File: config.mk
export PLATFORM = sky130hd
export DESIGN_NAME = fbctl_regs
export DESIGN_NICKNAME = d
export VERILOG_FILES = /design/src/rtl/fbreg_pkg.sv /design/src/rtl/fbreg_decode.sv /design/src/rtl/fbreg_bank.sv /design/src/rtl/fbreg_resp.sv /design/src/rtl/fbctl_regs.sv
export SDC_FILE = /design/constraint.sdc
export NUM_CORES = 1
export LEC_CHECK = 0
export ABC_AREA = 0
export BUFFER_PORTS_ARGS = -buffer_cell sky130_fd_sc_hd__buf_2
export CELL_PAD_IN_SITES_DETAIL_PLACEMENT = 0
export CELL_PAD_IN_SITES_GLOBAL_PLACEMENT = 2
export CORE_ASPECT_RATIO = 1.1
export CORE_MARGIN = 10
export CORE_UTILIZATION = 30
export DETAILED_ROUTE_END_ITERATION = 8
export PLACE_DENSITY_LB_ADDON = 0.1
export REMOVE_ABC_BUFFERS = 1
export SLEW_MARGIN = 20
export SYNTH_ARGS = -nofsm -noshare
export SYNTH_HDL_FRONTEND = slang
export SYNTH_HIERARCHICAL = 1
export SYNTH_SLANG_ARGS = --single-unit
export TNS_END_PERCENT = 100
File: constraint.sdc
create_clock -name clk -period 2.7 [get_ports clk]
set_input_delay 0.405 -clock clk [delete_from_list [all_inputs] [get_ports clk]]
set_output_delay 0.405 -clock clk [all_outputs]
set_load 0.01 [all_outputs]
File: src/rtl/fbreg_pkg.sv
package fbreg_pkg;

    localparam int REG_W      = 32;
    localparam int NUM_REGS   = 13;
    localparam int SLOT_W     = 4;
    localparam int ALIGN_BITS = 5;
    localparam int HOLD_BIT   = 0;

    localparam logic [REG_W-1:0] WIDTH_DEFAULT  = 32'd640;
    localparam logic [REG_W-1:0] HEIGHT_DEFAULT = 32'd480;

    typedef enum logic [SLOT_W-1:0] {
        SL_CTRL      = 4'd0,
        SL_WIDTH     = 4'd1,
        SL_HSYNC_ON  = 4'd2,
        SL_HSYNC_OFF = 4'd3,
        SL_HTOTAL    = 4'd4,
        SL_HEIGHT    = 4'd5,
        SL_VSYNC_ON  = 4'd6,
        SL_VSYNC_OFF = 4'd7,
        SL_VTOTAL    = 4'd8,
        SL_BASE      = 4'd9,
        SL_BASE_USED = 4'd10,
        SL_BURST     = 4'd11,
        SL_CLK_SRC   = 4'd12
    } slot_e;

    typedef struct packed {
        logic              wr;
        logic              rd;
        logic              known;
        slot_e             slot;
        logic [REG_W-1:0]  data;
    } bus_req_t;

    function automatic logic is_aligned(input logic [REG_W-1:0] v);
        return v[ALIGN_BITS-1:0] == '0;
    endfunction

    function automatic logic [REG_W-1:0] slot_default(input int idx);
        case (idx)
            int'(SL_CTRL):   return REG_W'(1) << HOLD_BIT;
            int'(SL_WIDTH):  return WIDTH_DEFAULT;
            int'(SL_HEIGHT): return HEIGHT_DEFAULT;
            default:         return '0;
        endcase
    endfunction

    function automatic logic is_geometry(input slot_e s);
        return (s == SL_CTRL) || (s == SL_WIDTH) || (s == SL_HEIGHT);
    endfunction

endpackage

File: src/rtl/fbreg_decode.sv
module fbreg_decode
    import fbreg_pkg::*;
#(
    parameter int ADDR_W = 8
) (
    input  logic [ADDR_W-1:0] addr,
    input  logic              wr,
    input  logic              rd,
    input  logic [REG_W-1:0]  wdata,
    output bus_req_t          req
);
    localparam int WORD_W = ADDR_W - 2;

    logic [WORD_W-1:0] word;
    logic              unused_lsb;

    assign word       = addr[ADDR_W-1:2];
    assign unused_lsb = ^addr[1:0];

    always_comb begin
        req.wr    = wr;
        req.rd    = rd;
        req.data  = wdata;
        req.known = (32'(word) < NUM_REGS);
        req.slot  = req.known ? slot_e'(word[SLOT_W-1:0]) : SL_CTRL;
    end
endmodule

File: src/rtl/fbreg_bank.sv
module fbreg_bank
    import fbreg_pkg::*;
#(
    parameter logic [31:0] BASE_MASK = 32'hFFFF_FFFF
) (
    input  logic             clk,
    input  logic             rst,
    input  bus_req_t         req,
    output logic [REG_W-1:0] regs [NUM_REGS],
    output logic             base_taken,
    output logic             geom_write
);
    logic hit;
    assign hit = req.wr && req.known;

    assign base_taken = hit && (req.slot == SL_BASE) && is_aligned(req.data);
    assign geom_write = hit && is_geometry(req.slot);

    for (genvar i = 0; i < NUM_REGS; i++) begin : g_slot
        if (i == int'(SL_BASE_USED)) begin : g_view
            assign regs[i] = '0;
        end else if (i == int'(SL_BASE)) begin : g_base
            always_ff @(posedge clk) begin
                if (rst)             regs[i] <= slot_default(i);
                else if (base_taken) regs[i] <= req.data & BASE_MASK;
            end
        end else begin : g_plain
            always_ff @(posedge clk) begin
                if (rst)                               regs[i] <= slot_default(i);
                else if (hit && req.slot == slot_e'(i)) regs[i] <= req.data;
            end
        end
    end

    AST_MISALIGNED_KEEP: assert property (@(posedge clk) disable iff (rst)
        (req.wr && req.known && req.slot == SL_BASE && !is_aligned(req.data))
        |=> $stable(regs[SL_BASE])) else $error("misaligned base stored");

    AST_RO_UNCHANGED: assert property (@(posedge clk) disable iff (rst)
        (req.wr && (!req.known || req.slot == SL_BASE_USED))
        |=> $stable(regs[SL_BASE]) && $stable(regs[SL_CTRL])) else $error("ignored write changed state");
endmodule

File: src/rtl/fbreg_resp.sv
module fbreg_resp
    import fbreg_pkg::*;
(
    input  logic             clk,
    input  logic             rst,
    input  bus_req_t         req,
    input  logic [REG_W-1:0] regs [NUM_REGS],
    input  logic             base_taken,
    input  logic             geom_write,
    output logic [REG_W-1:0] rdata,
    output logic             rvalid,
    output logic             err,
    output logic             refresh
);
    logic             run_after;
    logic             bad_access;
    logic [REG_W-1:0] rd_mux;

    always_comb begin
        if (req.slot == SL_CTRL) run_after = !req.data[HOLD_BIT];
        else                     run_after = !regs[SL_CTRL][HOLD_BIT];
    end

    assign bad_access = ((req.wr || req.rd) && !req.known)
                      || (req.wr && req.known && req.slot == SL_BASE_USED);

    always_comb begin
        if (!req.known)                  rd_mux = '0;
        else if (req.slot == SL_BASE_USED) rd_mux = regs[SL_BASE];
        else                             rd_mux = regs[req.slot];
    end

    always_ff @(posedge clk) begin
        if (rst) begin
            rdata   <= '0;
            rvalid  <= 1'b0;
            err     <= 1'b0;
            refresh <= 1'b0;
        end else begin
            rvalid  <= req.rd;
            if (req.rd) rdata <= rd_mux;
            err     <= bad_access;
            refresh <= base_taken || (geom_write && run_after);
        end
    end

    AST_READ_VALID: assert property (@(posedge clk) disable iff (rst)
        req.rd |=> rvalid) else $error("read not answered");

    AST_RO_ERR: assert property (@(posedge clk) disable iff (rst)
        (req.wr && req.known && req.slot == SL_BASE_USED) |=> err) else $error("read-only write not flagged");

    AST_UNKNOWN_ERR: assert property (@(posedge clk) disable iff (rst)
        ((req.wr || req.rd) && !req.known) |=> err) else $error("bad slot not flagged");

    AST_REFRESH_CAUSE: assert property (@(posedge clk) disable iff (rst)
        refresh |-> $past(req.wr)) else $error("refresh without write");

    AST_QUIET_WRITE: assert property (@(posedge clk) disable iff (rst)
        (req.wr && req.known && !is_geometry(req.slot) && req.slot != SL_BASE)
        |=> !refresh) else $error("refresh on plain slot");
endmodule

File: src/rtl/fbctl_regs.sv
module fbctl_regs
    import fbreg_pkg::*;
#(
    parameter int          ADDR_W    = 8,
    parameter logic [31:0] BASE_MASK = 32'hFFFF_FFFF
) (
    input  logic              clk,
    input  logic              rst,
    input  logic [ADDR_W-1:0] bus_addr,
    input  logic              bus_wr,
    input  logic              bus_rd,
    input  logic [31:0]       bus_wdata,
    output logic [31:0]       bus_rdata,
    output logic              bus_rvalid,
    output logic              bus_err,
    output logic              engine_en,
    output logic              refresh_pulse,
    output logic [31:0]       cfg_hres,
    output logic [31:0]       cfg_hsync_start,
    output logic [31:0]       cfg_hsync_end,
    output logic [31:0]       cfg_htotal,
    output logic [31:0]       cfg_vres,
    output logic [31:0]       cfg_vsync_start,
    output logic [31:0]       cfg_vsync_end,
    output logic [31:0]       cfg_vtotal,
    output logic [31:0]       cfg_base,
    output logic [31:0]       cfg_burst,
    output logic [31:0]       cfg_clk_sel,
    output logic [31:0]       line_bytes
);
    bus_req_t         req;
    logic [REG_W-1:0] regs [NUM_REGS];
    logic             base_taken;
    logic             geom_write;

    fbreg_decode #(.ADDR_W(ADDR_W)) i_decode (
        .addr  (bus_addr),
        .wr    (bus_wr),
        .rd    (bus_rd),
        .wdata (bus_wdata),
        .req   (req)
    );

    fbreg_bank #(.BASE_MASK(BASE_MASK)) i_bank (
        .clk        (clk),
        .rst        (rst),
        .req        (req),
        .regs       (regs),
        .base_taken (base_taken),
        .geom_write (geom_write)
    );

    fbreg_resp i_resp (
        .clk        (clk),
        .rst        (rst),
        .req        (req),
        .regs       (regs),
        .base_taken (base_taken),
        .geom_write (geom_write),
        .rdata      (bus_rdata),
        .rvalid     (bus_rvalid),
        .err        (bus_err),
        .refresh    (refresh_pulse)
    );

    assign engine_en       = !regs[SL_CTRL][HOLD_BIT];
    assign cfg_hres        = regs[SL_WIDTH];
    assign cfg_hsync_start = regs[SL_HSYNC_ON];
    assign cfg_hsync_end   = regs[SL_HSYNC_OFF];
    assign cfg_htotal      = regs[SL_HTOTAL];
    assign cfg_vres        = regs[SL_HEIGHT];
    assign cfg_vsync_start = regs[SL_VSYNC_ON];
    assign cfg_vsync_end   = regs[SL_VSYNC_OFF];
    assign cfg_vtotal      = regs[SL_VTOTAL];
    assign cfg_base        = regs[SL_BASE];
    assign cfg_burst       = regs[SL_BURST];
    assign cfg_clk_sel     = regs[SL_CLK_SRC];
    assign line_bytes      = {regs[SL_WIDTH][REG_W-2:0], 1'b0};
endmodule

Word-level counts from Yosys, hierarchy flattened. Index checks and enable logic that the tools add are counted.

Bits in registers: 419. Latch bits: 0. Bits in writable memories: 0. ROM bits: 0. Output and inout bits: 420. Memories: 0.

Add/sub/neg operators: 0. $mul: 0. Divide/modulo/power cells: 0. $lt $le $gt $ge: 2. Equality and inequality tests: 12. Shift-type cells: 0. Muxes and demuxes: 7. Bitwise logic cells: 1. Reduce and logical (&&, ||, !) cells: 28.

Operators by type and width (count): 32-bit binary-select mux with 4-bit select (1); 32-bit 2-to-1 mux (4); 4-bit == test, second input constant (5); 1-bit logical AND (18); 4-bit by 3-bit == test with 1-bit output, second input constant (4); 4-bit by 2-bit == test with 1-bit output, second input constant (2); 6-bit by 4-bit < comparator with 1-bit output, second input constant (1); 5-bit >= comparator, second input constant (1); 5-bit logical NOT (1); 1-bit logical OR (5); 4-bit inverter with 5-bit output (1); 4-bit by 1-bit == test with 1-bit output, second input constant (1); 4-bit logical NOT (1); 4-bit 2-to-1 mux (1); 1-bit logical NOT (3); 1-bit 2-to-1 mux (1).

Logic depth before layout (Yosys ltp).
Depth after elaboration: 8. Depth in mapped cells: 9.

Cells and area by module. The synthesis kept the hierarchy.

By module, submodules not included: fbreg_bank (instances 1, cells each 1812, area an instance 15114.5 µm²); fbreg_resp (instances 1, cells each 527, area an instance 4719.5 µm²); fbreg_decode (instances 1, cells each 44, area an instance 316.6 µm²); fbctl_regs (instances 1, cells each 34, area an instance 247.7 µm²).

Worst setup path before layout. OpenSTA, ideal clock, no wires.

Path kind: input to register. Start point: input port bus_addr[6]. End point: register i_resp.rdata[3]. Library setup time: 0.143 ns. Data arrival time: 1.980 ns. Required time: 2.557 ns. Setup slack: 0.576 ns. Stages on the path: 7. Buffers on the path: 2. Cell sequence: nor2_4 > and3_1 > buf_4 > buf_4 > mux4_2 > a211oi_1 > a221oi_2.

RTL lines: from (decl) (line fbctl_regs.sv:9) `input logic [ADDR_W-1:0] bus_addr,`; to (signal assigned) (line fbreg_resp.sv:41) `if (req.rd) rdata <= rd_mux;`; to (decl) (line fbreg_resp.sv:10) `output logic [REG_W-1:0] rdata,`.

==> qor.txt <==
PLACED DESIGN
-----------------------------------------------------------------------------------------------
Placement-stage worst setup slack                                                        218 ps
Port-buffer cells                                                                           460
Cell Count Post-Placement                                                                 3,458
Post-DP HPWL                                                                       64,900 microns
Final RePlAce weighted congestion                                                         0.803
Placed cell area                                                                   23,200 sq um

LAYOUT
-----------------------------------------------------------------------------------------------
Syn-to-layout area delta                                                                  23.1%
Most frequent standard cell in the layout excluding fill and tap cells                    buf_2
Non-filler cells, final                                                                   3,548
Net count, final                                                                          2,695
Share of post-route cells with drive strength above 1                                     0.277
Final core utilization                                                                    0.374
Most frequent cells in the layout                                                  459 x buf_2, 419 x dfxtp_1, 362 x a21oi_1, 359 x nand3_1, 339 x o21ai_0
Post-route cell area                                                               24,800 sq um

FLOORPLANNING
-----------------------------------------------------------------------------------------------
Initial Util                                                                              0.303
Die span in y                                                                       292 microns
Core Region                                                                        66,500 sq um
Count of pins on the block boundary                                                         464
Die outline area                                                                   78,100 sq um
Die Span X                                                                          267 microns
Num rows                                                                                     99

DRT
-----------------------------------------------------------------------------------------------
Final wirelength                                                                   102,000 microns
Vias per cell                                                                              5.69
First-pass DRT Iterations                                                                     5
Number of antenna-violating nets in the routed design                                         0
Average wire per standard cell                                                     28.6 microns
Initial DRC Count                                                                         1,866
Number of vias in the routed layout                                                      20,200
Residual DRC count                                                                            0

SETUP PATH
-----------------------------------------------------------------------------------------------
Largest stage delay, worst path                                                          530 ps
Cell seen most often among critical-path stages                                          buf_12
Depth of the worst register-to-register path                                                  4
Critical path arrival                                                                   2410 ps
Critical path peak fanout                                                                    31
Critical path launch point type                                                       input pin
Launch instance of the worst register-to-register path                             i_bank/regs[236]
Kind of critical path                                                              input pin to flop
Buffers & Inverters on Critical Path                                                          4
Cell family contributing the most delay on the critical path                       simple AND/OR/NAND/NOR gates
Cell depth of the worst setup path                                                            9
Terminus of the critical flop-to-flop path                                         i_resp/rdata[12]
Data required time at the worst endpoint                                                3200 ps
Master of the slowest instance on the critical path                                     nor2b_4
Worst setup slack for register-to-register paths                                        1290 ps
Ordered cell list for the critical path                                            buf_2, nand2_1, and3_4, buf_12, buf_4, nor2b_4, buf_12, nand3_1, a21oi_1
Type of destination of the critical path                                                   flop

TIMING
-----------------------------------------------------------------------------------------------
Final-report setup violation count                                                            0
Unrepaired setup endpoints after global routing                                              no
Worst Hold Slack                                                                         127 ps
Clock period minus worst slack                                                          1900 ps
Maximum operating frequency                                                             525 MHz
Transition at the pin with the smallest max-transition slack                             705 ps
Normalized max-slew margin                                                                0.530
Worst Skew                                                                              23.9 ps
Final worst path period share                                                             0.705
Hold Fails Final Rpt                                                                          0
Final number of max-transition violations                                                     0
Total negative slack                                                                       0 ps
Post-layout worst setup margin                                                           796 ps

CLOCK NETWORK
-----------------------------------------------------------------------------------------------
Clock latency reported for the late side of the worst-skew pair                          600 ps
CTS Sinks                                                                                   419
Clock H-tree levels                                                                           2
Post-cts sizing count                                                                         0
CTS max path bufs                                                                             3
Clock input transition at the sequential cells of the worst setup and hold paths          60 ps
Number of hold buffers added after CTS                                                        0
Clock tree from TritonCTS                                                                  done
Post-CTS setup buffers                                                                        0
Number of buffers inserted during clock tree synthesis                                       49
Clk root buf                                                                          clkbuf_16

GLOBAL ROUTE
-----------------------------------------------------------------------------------------------
Vias in the first global route                                                           19,700
Pin count of the biggest net entering global routing                                        133
Number of antenna violations at the first check in global routing                             4
Global-route usage over all layers                                                        0.249
Grt total ovfl                                                                                0
Wire length of the first global-routing pass                                       145,000 microns

OUTCOME
-----------------------------------------------------------------------------------------------
Result of the run                                                                     completed

HOLD PATH
-----------------------------------------------------------------------------------------------
Cells on Worst Hold Path                                                                      2
Hold endpoint                                                                      i_bank/regs[290]
Path category of the worst min-delay check                                         input pin to flop
Start point of the worst min-delay path                                                     rst

PWR
-----------------------------------------------------------------------------------------------
Cell Pwr Density                                                                    570 nW/um^2
Leak pwr                                                                                9.30 nW
Sum of internal, switching and leakage power                                            14.2 mW
Worst VDD drop                                                                         0.346 mV

SYNTH
-----------------------------------------------------------------------------------------------
Ys Warns                                                                                      6
Mean instance size in the synthesized netlist                                        8.45 sq um
Syn Std Cell Area                                                                  20,200 sq um
Instance count of the mapped netlist                                                      2,388

JOB
-----------------------------------------------------------------------------------------------
Max-cap violations                                                                            0

## registers in the layout, indices dropped and copies added, names as in the netlist
signal          count
i_bank/regs       384
i_resp/rdata       32
i_resp/err          1
i_resp/refresh      1
i_resp/rvalid       1
## power breakdown
group	internal, mW	switching, mW
sequential	6.21	0.0198
clock	4.03	2.85
combinational	0.300	0.758
## cell type report
| class | count | area [sq um] |
|---|---|---|
| tap | 858 | 1070 |
| clock inverter | 7 | 88.8 |
| multi-input combinational | 1607 | 10000 |
| timing repair buffer | 570 | 3710 |
| antenna | 1 | 2.50 |
| fill | 6823 | 41700 |
| sequential | 419 | 8390 |
| clock buffer | 82 | 1530 |
| inverter | 4 | 15.0 |
## how the worst max path moves through the flow
stage / start / endpoint / slack, ps
2_1_floorplan: bus_addr[6] / i_bank/regs[192] / -6640
3_3_place_gp: bus_addr[6] / i_resp/rdata[11] / 230
3_5_place_dp: bus_addr[6] / i_resp/rdata[8] / 220
4_1_cts: bus_addr[5] / i_bank/regs[342] / 840
5_1_grt: bus_addr[5] / i_bank/regs[213] / 700
6_report: bus_addr[5] / i_bank/regs[342] / 800
## per-layer routing
metal,vias to the layer above,track usage,share of wire
li1,9116,-,-
met1,10100,0.321,0.42
met2,824,0.409,0.47
met3,144,0.0543,0.076
met4,4,0.0796,0.030
met5,-,0,0.00026
Note: power is estimated with default switching activity, not from simulation.
